==> src/rtl/qlr_pkg.sv <==
package qlr_pkg;
  typedef enum logic [1:0] {
    SLOT_EMPTY = 2'd0,
    SLOT_VALID = 2'd1,
    SLOT_LIVE  = 2'd2,
    SLOT_DEAD  = 2'd3
  } slot_class_e;
endpackage

==> src/rtl/qlr_rst_sync.sv <==
module qlr_rst_sync (
  input  logic clk,
  input  logic rst_n,
  output logic rst_n_sync
);
  logic [1:0] sync_q;

  always_ff @(posedge clk or negedge rst_n) begin
    if (!rst_n) sync_q <= 2'b00;
    else        sync_q <= {sync_q[0], 1'b1};
  end

  assign rst_n_sync = sync_q[1];
endmodule

==> src/rtl/qlr_ptr_ctrl.sv <==
// Pointer control. DEPTH must be a power of two so that pointers wrap naturally.
module qlr_ptr_ctrl #(
  parameter  int DEPTH = 16,
  parameter  int CNT_W = 2,
  localparam int PTR_W = $clog2(DEPTH)
) (
  input  logic             clk,
  input  logic             rst_n,
  input  logic             prod_req,
  input  logic [CNT_W-1:0] cons_cnt,
  input  logic             stop_req,
  input  logic             auto_req,
  output logic [PTR_W-1:0] head,
  output logic [PTR_W-1:0] tail,
  output logic [PTR_W-1:0] live,
  output logic             frozen,
  output logic             full,
  output logic             empty,
  output logic             wr_en
);
  logic [PTR_W-1:0] head_q, head_d, tail_q, tail_d, live_q, live_d;
  logic [PTR_W-1:0] fill, cons_w;
  logic             frozen_q, frozen_d;
  logic             cons_ok, head_en, tail_en, live_en, frozen_en;

  // next-state logic
  always_comb begin
    fill      = tail_q - head_q;
    cons_w    = PTR_W'(cons_cnt);
    full      = (tail_q + PTR_W'(1)) == live_q;
    empty     = (tail_q == head_q);
    cons_ok   = (cons_w <= fill);
    head_en   = cons_ok && (cons_cnt != '0);
    head_d    = head_q + cons_w;
    tail_en   = prod_req && !full;
    tail_d    = tail_q + PTR_W'(1);
    frozen_d  = stop_req | (frozen_q & ~auto_req);
    frozen_en = (frozen_d != frozen_q);
    live_en   = !frozen_d;
    live_d    = head_en ? head_d : head_q;
  end

  // registers
  always_ff @(posedge clk or negedge rst_n) begin
    if (!rst_n) begin
      head_q   <= '0;
      tail_q   <= '0;
      live_q   <= '0;
      frozen_q <= 1'b0;
    end else begin
      if (head_en)   head_q   <= head_d;
      if (tail_en)   tail_q   <= tail_d;
      if (live_en)   live_q   <= live_d;
      if (frozen_en) frozen_q <= frozen_d;
    end
  end

  assign head   = head_q;
  assign tail   = tail_q;
  assign live   = live_q;
  assign frozen = frozen_q;
  assign wr_en  = tail_en;

  assert_empty_consume_R3: assert property (@(posedge clk) disable iff (!rst_n)
    (empty && cons_cnt != '0) |=> $stable(head_q));

  assert_auto_track_R4: assert property (@(posedge clk) disable iff (!rst_n)
    !frozen_q |-> (live_q == head_q));

  assert_frozen_hold_R5: assert property (@(posedge clk) disable iff (!rst_n)
    (stop_req || (frozen_q && !auto_req)) |=> $stable(live_q));

  assert_release_R6: assert property (@(posedge clk) disable iff (!rst_n)
    (auto_req && !stop_req) |=> (live_q == head_q));

  assert_full_refuse_R7: assert property (@(posedge clk) disable iff (!rst_n)
    (prod_req && full) |=> $stable(tail_q));
endmodule

==> src/rtl/qlr_store.sv <==
module qlr_store #(
  parameter  int DEPTH  = 16,
  parameter  int DATA_W = 32,
  localparam int PTR_W  = $clog2(DEPTH)
) (
  input  logic              clk,
  input  logic              rst_n,
  input  logic              we,
  input  logic [PTR_W-1:0]  waddr,
  input  logic [DATA_W-1:0] wdata,
  input  logic [PTR_W-1:0]  ra_idx,
  input  logic [PTR_W-1:0]  rb_idx,
  output logic [DATA_W-1:0] ra_data,
  output logic [DATA_W-1:0] rb_data,
  output logic [DEPTH-1:0]  written
);
  logic [DATA_W-1:0] mem_q [DEPTH];
  logic [DEPTH-1:0]  written_q;

  always_ff @(posedge clk or negedge rst_n) begin
    if (!rst_n) begin
      for (int i = 0; i < DEPTH; i++) mem_q[i] <= '0;
      written_q <= '0;
    end else if (we) begin
      mem_q[waddr]     <= wdata;
      written_q[waddr] <= 1'b1;
    end
  end

  assign ra_data = mem_q[ra_idx];
  assign rb_data = mem_q[rb_idx];
  assign written = written_q;

  assert_write_lands_R2: assert property (@(posedge clk) disable iff (!rst_n)
    we |=> (mem_q[$past(waddr)] == $past(wdata)));
endmodule

==> src/rtl/qlr_classify.sv <==
module qlr_classify
  import qlr_pkg::*;
#(
  parameter  int DEPTH = 16,
  localparam int PTR_W = $clog2(DEPTH)
) (
  input  logic [PTR_W-1:0]   head,
  input  logic [PTR_W-1:0]   tail,
  input  logic [PTR_W-1:0]   live,
  input  logic [DEPTH-1:0]   written,
  output logic [2*DEPTH-1:0] classes
);
  logic [PTR_W-1:0] span_valid, span_live;

  always_comb begin
    span_valid = tail - head;
    span_live  = head - live;
  end

  for (genvar g = 0; g < DEPTH; g++) begin : g_slot
    logic [PTR_W-1:0] off_h, off_l;
    slot_class_e      cls;
    always_comb begin
      off_h = PTR_W'(g) - head;
      off_l = PTR_W'(g) - live;
      if (off_h < span_valid)      cls = SLOT_VALID;
      else if (off_l < span_live)  cls = SLOT_LIVE;
      else if (written[g])         cls = SLOT_DEAD;
      else                         cls = SLOT_EMPTY;
    end
    assign classes[2*g +: 2] = cls;
  end
endmodule

==> src/rtl/live_operand_queue.sv <==
module live_operand_queue #(
  parameter  int DEPTH    = 16,
  parameter  int DATA_W   = 32,
  parameter  int CONS_MAX = 2,
  localparam int PTR_W    = $clog2(DEPTH),
  localparam int CNT_W    = $clog2(CONS_MAX + 1)
) (
  input  logic              clk,
  input  logic              rst_n,
  input  logic              prod_req,
  input  logic [DATA_W-1:0] prod_data,
  input  logic [CNT_W-1:0]  cons_cnt,
  input  logic              live_stop,
  input  logic              live_auto,
  input  logic [PTR_W-1:0]  rd_a_idx,
  input  logic [PTR_W-1:0]  rd_b_idx,
  output logic [DATA_W-1:0] rd_a_data,
  output logic [DATA_W-1:0] rd_b_data,
  output logic [PTR_W-1:0]  head_ptr,
  output logic [PTR_W-1:0]  tail_ptr,
  output logic [PTR_W-1:0]  live_ptr,
  output logic              live_frozen,
  output logic              q_full,
  output logic              q_empty,
  output logic [2*DEPTH-1:0] slot_class
);
  logic             rst_n_int, wr_en;
  logic [DEPTH-1:0] written;

  qlr_rst_sync u_rst (
    .clk        (clk),
    .rst_n      (rst_n),
    .rst_n_sync (rst_n_int)
  );

  qlr_ptr_ctrl #(.DEPTH(DEPTH), .CNT_W(CNT_W)) u_ptr (
    .clk      (clk),
    .rst_n    (rst_n_int),
    .prod_req (prod_req),
    .cons_cnt (cons_cnt),
    .stop_req (live_stop),
    .auto_req (live_auto),
    .head     (head_ptr),
    .tail     (tail_ptr),
    .live     (live_ptr),
    .frozen   (live_frozen),
    .full     (q_full),
    .empty    (q_empty),
    .wr_en    (wr_en)
  );

  qlr_store #(.DEPTH(DEPTH), .DATA_W(DATA_W)) u_store (
    .clk     (clk),
    .rst_n   (rst_n_int),
    .we      (wr_en),
    .waddr   (tail_ptr),
    .wdata   (prod_data),
    .ra_idx  (rd_a_idx),
    .rb_idx  (rd_b_idx),
    .ra_data (rd_a_data),
    .rb_data (rd_b_data),
    .written (written)
  );

  qlr_classify #(.DEPTH(DEPTH)) u_cls (
    .head    (head_ptr),
    .tail    (tail_ptr),
    .live    (live_ptr),
    .written (written),
    .classes (slot_class)
  );

  assert_cons_range_R3: assert property (@(posedge clk) disable iff (!rst_n_int)
    cons_cnt <= CNT_W'(CONS_MAX));
endmodule

==> config.mk <==
export PLATFORM = sky130hd
export DESIGN_NAME = live_operand_queue
export DESIGN_NICKNAME = d
export VERILOG_FILES = /design/src/rtl/qlr_pkg.sv /design/src/rtl/qlr_rst_sync.sv /design/src/rtl/qlr_ptr_ctrl.sv /design/src/rtl/qlr_store.sv /design/src/rtl/qlr_classify.sv /design/src/rtl/live_operand_queue.sv
export SDC_FILE = /design/constraint.sdc
export NUM_CORES = 1
export LEC_CHECK = 0
export BUFFER_PORTS_ARGS = -buffer_cell sky130_fd_sc_hd__clkbuf_2
export CORE_MARGIN = 3
export CORE_UTILIZATION = 45
export DETAILED_ROUTE_END_ITERATION = 10
export GPL_ROUTABILITY_DRIVEN = 1
export GPL_TIMING_DRIVEN = 0
export SYNTH_ARGS = -nofsm -noshare
export SYNTH_HDL_FRONTEND = slang
export SYNTH_SLANG_ARGS = --single-unit
==> constraint.sdc <==
create_clock -name clk -period 16.6 [get_ports clk]
set_input_delay 2.49 -clock clk [delete_from_list [all_inputs] [get_ports clk]]
set_output_delay 2.49 -clock clk [all_outputs]
set_load 0.01 [all_outputs]
==> results.sh, run 1 <==
export IMPL_power_density_mw_per_mm2=227
export IMPL_vias=23166
export IMPL_r2r_start="u_ptr.tail[0]$_DFFE_PN0P_"
export IMPL_cts_buffers=59
export IMPL_worstMarginPinSlew_ps=1410
export IMPL_hold_class="flip-flop to asynchronous set/reset pin"
export IMPL_cts_root_buffer="clkbuf_16"
export IMPL_synth_top_area_share=0.461
export IMPL_synthArstFlopShare=1.00
export IMPL_path_max_fanout=10
export IMPL_grt_pass1_wl_mm=157
export IMPL_rr_worst_depth=8
export IMPL_grt_overflow=0
export IMPL_dpl_hpwl_mm=71.1
export IMPL_rsz0062_at_grt="no"
export IMPL_ys_flop_type="dfrtp_1"
export IMPL_p_total_mw=7.63
export IMPL_drt_iter0_drc=2874
export IMPL_fin_cells=3522
export IMPL_ioPinCount=158
export IMPL_ys_types=51
export IMPL_crit_arrival_ps=5300
export IMPL_ir_drop_mv=0.188
export IMPL_end_kind="output port"
export IMPL_syn_inst=2393
export IMPL_synth_area_leader_cell="dfrtp_1"
export IMPL_place_inst=3409
export IMPL_status="finished clean"
export IMPL_core_region_area_mm2=0.0647
export IMPL_clk_latency_ps=650
export IMPL_io_buffers=151
export IMPL_max_stage_delay_ps=1060
export IMPL_period_needed_ps=7790
export IMPL_grt_max_degree=73
export IMPL_drv_slew=0
export IMPL_n_fill_cell=5685
export IMPL_cts_sinks=543
export IMPL_syn_nets=2500
export IMPL_viasPerCell=6.58
export IMPL_avgSynthCellArea_um2=12.3
export IMPL_synth_area_leaders="dfrtp_1, mux4_2, nand2_1, o21ai_0, mux2_2"
export IMPL_finClkSkew_ps=20.6
export IMPL_critPathLaunchType="input port"
export IMPL_ys_seq_elements=543
export IMPL_area_delta_synth_final_pct=13.7
export IMPL_die_width_um=262
export IMPL_antenna_left=0
export IMPL_pre_cts_slack_ps=8850
export IMPL_reg2reg_to="u_store.mem_q[445]$_DFFE_PN0P_"
export IMPL_fin_ws_ps=8810
export IMPL_syn_cell_area_mm2=0.0295
export IMPL_final_core_util=0.519
export IMPL_htreeDepth=2
export IMPL_hold_slack_ps=330
export IMPL_drive_above_1_share=0.294
export IMPL_final_setup_viol_count=0
export IMPL_grt_usage=0.318
export IMPL_dieHeight_um=262
export IMPL_cpMostUsedCell="mux4_2"
export IMPL_crit_chain="buf_2, buf_1, mux4_2, mux4_2, clkbuf_2"
export IMPL_synth_edff_count=0
export IMPL_grt_antenna_before_repair=4
export IMPL_max_freq_ghz=0.128
export IMPL_grt_pass1_vias=23659
export IMPL_nNetsFinal=2722
export IMPL_final_area_mm2=0.0335
export IMPL_cts_tree="done"
export IMPL_relSlewSlack=0.0628
export IMPL_cts_resized=0
export IMPL_wl_per_cell_um=30.8
export IMPL_route_detailed_drc=0
export IMPL_dr_pass1_iters=5
export IMPL_slowest_stage="buf_1"
export IMPL_crit_required_ps=14110
export IMPL_yosysSeqAreaShare=0.461
export IMPL_path_class="input port to output port"
export IMPL_wl_mm=108
export IMPL_r2r_setup_slack_ps=12690
export IMPL_start_util=0.456
export IMPL_dpl_cell_area_mm2=0.0316
export IMPL_drv_cap=0
export IMPL_post_cts_buffers=0
export IMPL_routabilityCongestion=0.891
export IMPL_post_route_period_util=0.469
export IMPL_final_setup_tns_ps=0
export IMPL_ys_warn_count=0
export IMPL_finalHoldViolCount=0
export IMPL_dieArea_mm2=0.0687
export IMPL_clk_path_buf_depth=3
export IMPL_clkTransAtPathRegs_ps=60
export IMPL_p_leak_nw=14.5
export IMPL_placementRows=93
export IMPL_hold_buffers=0
sequential cells by signal, indices dropped and copies added, names as in the netlist:
register         cells
u_ptr.live           4
u_rst.sync_q         2
u_store.written     16
u_ptr.tail           4
u_ptr.frozen         1
u_ptr.head           4
u_store.mem_q      512
synthesized netlist by cell type, types with 12 or more instances:
master	n
mux4_2	320
nand2_1	510
buf_1	20
dfrtp_1	543
o21ai_1	50
maj3_1	20
mux2_2	130
nor2_1	12
clkbuf_1	102
inv_1	52
o21ai_0	349
ha_1	56
a21oi_1	31
buf_2	51
xnor2_1	21
a21o_1	28
per-layer routing:
| metal | vias to the layer above | global-route usage | share of wire |
|---|---|---|---|
| li1 | 9261 | - | - |
| met1 | 11858 | 0.418 | 0.37 |
| met2 | 1585 | 0.480 | 0.45 |
| met3 | 456 | 0.0863 | 0.11 |
| met4 | 6 | 0.179 | 0.064 |
| met5 | - | 0.0107 | 0.00099 |
power breakdown:
group	total [mW]	switching, mW	leakage, nW	internal [mW]
clock network	1.35	0.581	0.960	0.772
logic	3.84	2.15	6.77	1.69
registers	2.44	0.501	6.80	1.94
total	7.63	3.24	14.5	4.40
area by class of cell:
type	instances	area (um^2)	share of cell area
Clock buffer	88	1740	0.0518
Multi-Input combinational cell	1615	14900	0.445
Buffer	181	766	0.0228
Sequential cell	543	13600	0.405
Tap cell	855	1070	0.0319
Clock inverter	22	228	0.00679
Inverter	54	203	0.00604
Timing Repair Buffer	161	1000	0.0298
Antenna cell	3	7.51	0.000224
placed cells by master (no fill, tap or decap), types with 10 or more instances in the layout:
cell,netlist,routed
maj3_1,20,20
clkbuf_1,102,116
a21o_1,28,28
mux4_2,320,320
nand2_1,510,510
clkbuf_16,0,61
buf_2,51,51
nor2_1,12,12
o21ai_0,349,349
dfrtp_1,543,542
clkbuf_8,0,11
clkbuf_2,4,157
buf_1,20,20
inv_1,52,52
a21oi_1,31,31
xnor2_1,21,21
clkinv_2,0,10
xor2_1,11,11
ha_1,56,56
mux2_2,130,130
o21ai_1,50,50
how the worst max path moves through the flow:
stage | start | endpoint | slack (ps) | cells after the start
6_report | rd_b_idx[0] | rd_b_data[18] | 8810 | 5
5_1_grt | rd_b_idx[0] | rd_b_data[13] | 8750 | 5
4_1_cts | rd_b_idx[0] | rd_b_data[13] | 8850 | 5
3_5_place_dp | rd_a_idx[0] | rd_a_data[18] | 8850 | 5
3_3_place_gp | u_rst.sync_q[1]$_DFF_PN0_ | u_store.mem_q[360]$_DFFE_PN0P_ | -5890 | 0
2_1_floorplan | u_rst.sync_q[1]$_DFF_PN0_ | u_ptr.frozen$_DFFE_PN0P_ | 340 | 0
cell families after synthesis:
kind of cell,Yosys count,share of synthesized area
AOI/OAI and AO/OA,498,0.0945
xor gates and xnor gates,35,0.0115
adders and majority gates,80,0.0333
buffers and inverters,235,0.0327
DFF,543,0.461
muxes,454,0.295
other,1,0.000127
and+or+nand+nor,547,0.0719
critical path, delay by kind of cell:
family	cells	cell delay (ps)
buf+inv	3	1630
mux	2	1170
No activity file was read; power rests on OpenSTA's default activity.
==> inputs of run 2 (changes only) <==
==> constraint.sdc (replaced) <==
create_clock -name clk -period 7.4 [get_ports clk]
set_input_delay 1.11 -clock clk [delete_from_list [all_inputs] [get_ports clk]]
set_output_delay 1.11 -clock clk [all_outputs]
set_load 0.01 [all_outputs]
==> run 2 against run 1 <==
Effect of this change: clock power grew 130%; critical path type is now flip-flop to output port; utilization is essentially flat; count of clock-buffer cells in the layout fell by 2; routed wire length decreased by 0.32%.
==> results.sh, run 2 (synthesis gave the netlist of run 1 again) <==
export IMPL_p_leak_nw=14.5
export IMPL_largest_reg_flops=512
export IMPL_grt_pass1_vias=23788
export IMPL_wl_per_cell_um=30.7
export IMPL_routabilityCongestion=0.893
export IMPL_hold_class="input port to asynchronous set/reset pin"
export IMPL_hold_buffers=0
export IMPL_drt_iter0_drc=2771
export IMPL_wl_mm=108
export IMPL_nNetsFinal=2720
export IMPL_finClkSkew_ps=51.9
export IMPL_critPathLaunchType="flip-flop"
export IMPL_grt_max_degree=72
export IMPL_post_route_period_util=0.729
export IMPL_worstMarginPinSlew_ps=1440
export IMPL_cts_resized=0
export IMPL_pre_cts_slack_ps=2440
export IMPL_mostFrequentLayoutCells="dfrtp_1, nand2_1, o21ai_0"
export IMPL_reg2reg_to="u_store.mem_q[511]$_DFFE_PN0P_"
export IMPL_end_kind="output port"
export IMPL_htreeDepth=2
export IMPL_dr_pass1_iters=5
export IMPL_vias=23123
export IMPL_ir_drop_mv=0.444
export IMPL_drv_cap=0
export IMPL_max_freq_ghz=0.185
export IMPL_hold_slack_ps=252
export IMPL_io_buffers=151
export IMPL_core_region_area_mm2=0.0647
export IMPL_rr_worst_depth=8
export IMPL_dieHeight_um=262
export IMPL_power_density_mw_per_mm2=511
export IMPL_cts_buffers=59
export IMPL_path_class="flip-flop to output port"
export IMPL_r2r_setup_slack_ps=3530
export IMPL_dieArea_mm2=0.0687
export IMPL_clk_path_buf_depth=3
export IMPL_drv_slew=0
export IMPL_ioPinCount=158
export IMPL_grt_overflow=0
export IMPL_crit_required_ps=6290
export IMPL_drive_above_1_share=0.294
export IMPL_grt_antenna_before_repair=4
export IMPL_path_max_fanout=10
export IMPL_post_cts_buffers=0
export IMPL_clkTransAtPathRegs_ps=60
export IMPL_status="finished clean"
export IMPL_area_delta_synth_final_pct=13.7
export IMPL_start_util=0.456
export IMPL_grt_usage=0.318
export IMPL_antenna_left=0
export IMPL_placementRows=93
export IMPL_regMostFlops="u_store.mem_q"
export IMPL_r2r_start="u_ptr.tail[0]$_DFFE_PN0P_"
export IMPL_dpl_hpwl_mm=70.5
export IMPL_relSlewSlack=0.0373
export IMPL_final_setup_tns_ps=0
export IMPL_grt_pass1_wl_mm=157
export IMPL_route_detailed_drc=0
export IMPL_cts_tree="done"
export IMPL_final_common_cell="dfrtp_1"
export IMPL_cts_sinks=543
export IMPL_crit_arrival_ps=4290
export IMPL_clk_latency_ps=660
export IMPL_finalHoldViolCount=0
export IMPL_rsz0062_at_grt="no"
export IMPL_viasPerCell=6.57
export IMPL_cts_root_buffer="clkbuf_16"
export IMPL_fin_ws_ps=2000
export IMPL_die_width_um=262
export IMPL_period_needed_ps=5400
export IMPL_final_setup_viol_count=0
run 2: how the worst max path moves through the flow:
| stage | start | to | slack [ps] | cells after the start |
|---|---|---|---|---|
| after floorplan | u_rst.sync_q[1]$_DFF_PN0_ | u_ptr.frozen$_DFFE_PN0P_ | 2120 | 0 |
| after global placement | u_rst.sync_q[1]$_DFF_PN0_ | u_store.mem_q[359]$_DFFE_PN0P_ | 120 | 0 |
| after detailed placement | rd_a_idx[0] | rd_a_data[17] | 2440 | 5 |
| after CTS | u_ptr.live[2]$_DFFE_PN0P_ | slot_class[22] | 1960 | 11 |
| after global routing | u_ptr.live[2]$_DFFE_PN0P_ | slot_class[10] | 1670 | 12 |
| final | u_ptr.live[2]$_DFFE_PN0P_ | slot_class[22] | 2000 | 11 |
run 2: critical path, cell delays in order (launching register included):
cell	delay (ps)
dfrtp_1	610
clkbuf_1	450
inv_1	300
ha_1	400
nand2_1	60
o21ai_1	220
xor2_1	480
inv_2	180
ha_1	340
a21oi_1	250
o21ai_0	200
clkbuf_2	170
run 2: final cells by class:
| type | instances | area, um^2 |
|---|---|---|
| fillers | 5627 | 31200 |
| multi-input cells | 1615 | 14900 |
| flip-flops and latches | 543 | 13600 |
| clock buffers | 86 | 1710 |
| well taps | 855 | 1070 |
| repair buffers | 159 | 976 |
| plain buffers | 181 | 764 |
| clock inverters | 23 | 284 |
| inverters | 54 | 203 |
| diodes | 2 | 5.00 |
run 2: report_power, final:
| part | total [mW] | internal, mW | switching, mW |
|---|---|---|---|
| registers | 5.45 | 4.34 | 1.11 |
| logic | 8.63 | 3.79 | 4.84 |
| clock network | 3.07 | 1.77 | 1.30 |
run 2: per-stage QoR:
step / cell area (um^2) / total power [mW] / util / std cells
after floorplan: 29500 / 10.9 / - / 2393
after global placement: 31300 / 13.6 / 0.484 / 3399
after detailed placement: 31500 / 14.0 / 0.488 / 3407
after CTS: 33500 / 17.1 / 0.518 / 3516
after global routing: 33500 / 18.1 / 0.518 / 3518
final: 33500 / 17.2 / 0.518 / 3518
run 2: routing by layer:
metal  wire, um  track usage  share of wire  vias up
li1           -            -              -     9256
met1      40500        0.414           0.37    11943
met2      48900        0.484           0.45     1498
met3      12200       0.0966           0.11      424
met4       6380        0.169          0.059        2
met5         13            0        0.00012        -
==> inputs of run 3 (changes only) <==
==> constraint.sdc (replaced) <==
create_clock -name clk -period 4.5 [get_ports clk]
set_input_delay 0.675 -clock clk [delete_from_list [all_inputs] [get_ports clk]]
set_output_delay 0.675 -clock clk [all_outputs]
set_load 0.01 [all_outputs]
==> run 3 against run 2 <==
Effect of this change: count of clock-buffer cells in the layout is the same; sequential cell count did not move; routed wire length grew 0.25%; clock skew decreased by 3.5 ps; via count down 0.54%; critical endpoint is now slot_class[0]; highest routed layer unchanged.
==> results.sh, run 3 (synthesis gave the netlist of run 1 again) <==
export IMPL_status="finished clean"
export IMPL_drive_above_1_share=0.302
export IMPL_finalHoldViolCount=0
export IMPL_critPathLaunch="u_ptr.tail[0]$_DFFE_PN0P_"
export IMPL_grt_antenna_before_repair=4
export IMPL_path_max_fanout=9
export IMPL_htreeDepth=2
export IMPL_core_region_area_mm2=0.0647
export IMPL_dpl_hpwl_mm=70.5
export IMPL_ioPinCount=158
export IMPL_cts_tree="done"
export IMPL_n_fill_cell=5627
export IMPL_rsz0062_at_grt="no"
export IMPL_post_route_period_util=0.961
export IMPL_cts_root_buffer="clkbuf_16"
export IMPL_relSlewSlack=0.0491
export IMPL_place_inst=3407
export IMPL_cpMostUsedCell="ha_1"
export IMPL_routabilityCongestion=0.893
export IMPL_p_leak_nw=14.6
export IMPL_drt_iter0_drc=2922
export IMPL_p_total_mw=28.5
export IMPL_die_width_um=262
export IMPL_viasPerCell=6.52
export IMPL_clk_latency_ps=660
export IMPL_r2r_start="u_ptr.tail[0]$_DFFE_PN0P_"
export IMPL_wl_per_cell_um=30.7
export IMPL_max_freq_ghz=0.231
export IMPL_drv_cap=0
export IMPL_clkTransAtPathRegs_ps=60
export IMPL_crit_arrival_ps=3650
export IMPL_fin_ws_ps=175
export IMPL_dr_pass1_iters=7
export IMPL_crit_required_ps=3830
export IMPL_clk_path_buf_depth=3
export IMPL_period_needed_ps=4330
export IMPL_critPathLaunchType="flip-flop"
export IMPL_wl_mm=108
export IMPL_pre_cts_slack_ps=177
export IMPL_dieHeight_um=262
export IMPL_vias=22997
export IMPL_drv_slew=0
export IMPL_slowest_stage="dfrtp_1"
export IMPL_final_common_cell="dfrtp_1"
export IMPL_finClkSkew_ps=48.4
export IMPL_grt_pass1_vias=23804
export IMPL_grt_pass1_wl_mm=157
export IMPL_mostFrequentLayoutCells="dfrtp_1, nand2_1, o21ai_0"
export IMPL_max_stage_delay_ps=520
export IMPL_placementRows=93
export IMPL_final_area_mm2=0.0337
export IMPL_worstMarginPinSlew_ps=1430
export IMPL_cts_sinks=543
export IMPL_area_delta_synth_final_pct=14.2
export IMPL_cts_buffers=59
export IMPL_antenna_left=0
export IMPL_nNetsFinal=2731
export IMPL_final_setup_viol_count=0
export IMPL_grt_overflow=0
export IMPL_regMostFlops="u_store.mem_q"
export IMPL_power_density_mw_per_mm2=846
export IMPL_route_detailed_drc=0
export IMPL_start_util=0.456
export IMPL_dpl_cell_area_mm2=0.0315
export IMPL_grt_max_degree=72
export IMPL_dieArea_mm2=0.0687
export IMPL_ir_drop_mv=0.731
export IMPL_io_buffers=151
export IMPL_crit_chain="inv_1, ha_1, fa_1, xor2_2, ha_1, a21o_1, maj3_1, o21ai_0, clkbuf_2"
export IMPL_fin_cells=3529
export IMPL_path_class="flip-flop to output port"
export IMPL_end_kind="output port"
export IMPL_grt_usage=0.319
export IMPL_largest_reg_flops=512
export IMPL_hold_class="flip-flop to asynchronous set/reset pin"
==> run 3: per-stage QoR <==
stage / hold slack (ps) / TNS, ps / utilization
4_1_cts: 291 / 0 / 0.519
3_5_place_dp: 290 / 0 / 0.488
6_report: 279 / 0 / 0.521
2_1_floorplan: 331 / -422320 / -
5_1_grt: 308 / 0 / 0.521
3_3_place_gp: 337 / -1472530 / 0.484
==> run 3: final cells by class <==
| cell class | instances | area (um^2) | area share |
|---|---|---|---|
| Multi-Input combinational cell | 1615 | 15000 | 0.445 |
| Inverter | 54 | 206 | 0.00613 |
| Tap cell | 855 | 1070 | 0.0318 |
| Clock buffer | 86 | 1710 | 0.0507 |
| Timing Repair Buffer | 170 | 1060 | 0.0315 |
| Sequential cell | 543 | 13600 | 0.404 |
| Buffer | 181 | 769 | 0.0228 |
| Clock inverter | 23 | 284 | 0.00843 |
| Antenna cell | 2 | 5.00 | 0.000149 |
==> run 3: where the power goes <==
| part | total [mW] | leakage (nW) | switching (mW) | internal [mW] |
|---|---|---|---|---|
| sequential | 8.96 | 6.80 | 1.81 | 7.15 |
| clock | 5.06 | 0.976 | 2.14 | 2.92 |
| combinational | 14.5 | 6.81 | 8.08 | 6.40 |
==> run 3: path summary, 6_finish.rpt <==
path | slack (ps) | end | depth (start not counted)
max | 170 | slot_class[0] | 9
min | 280 | u_store.mem_q[215]$_DFFE_PN0P_ | 0
max in group asynchronous | 2830 | u_store.mem_q[142]$_DFFE_PN0P_ | 3
min in group clk | 350 | u_rst.sync_q[1]$_DFF_PN0_ | 0
max reg2reg | 730 | u_store.mem_q[439]$_DFFE_PN0P_ | 9
min reg2reg | 280 | u_store.mem_q[215]$_DFFE_PN0P_ | 0
==> run 3: layer usage <==
layer	vias to the layer above	global-route usage	share of wire
met2	1474	0.484	0.45
li1	9274	-	-
met1	11838	0.414	0.37
met4	2	0.169	0.059
met3	409	0.0966	0.12
met5	-	0	0.00012
==> run 3: timing repair <==
item | 4_1_cts | 5_1_grt
pin swaps | 1 | 2
buffers inserted | 0 | 10
endpoints found under the setup margin | 32 | 30
gates resized for setup | 8 | 11
endpoints found under the hold margin | 2 | 0
hold buffers | 1 | 0
==> run 3: critical path, delay by kind of cell (launching register included) <==
kind	cells	cell delay [ps]
xor+xnor	1	480
flops	1	520
buf+inv	2	360
fa+ha+maj	4	1380
compound gates	2	290
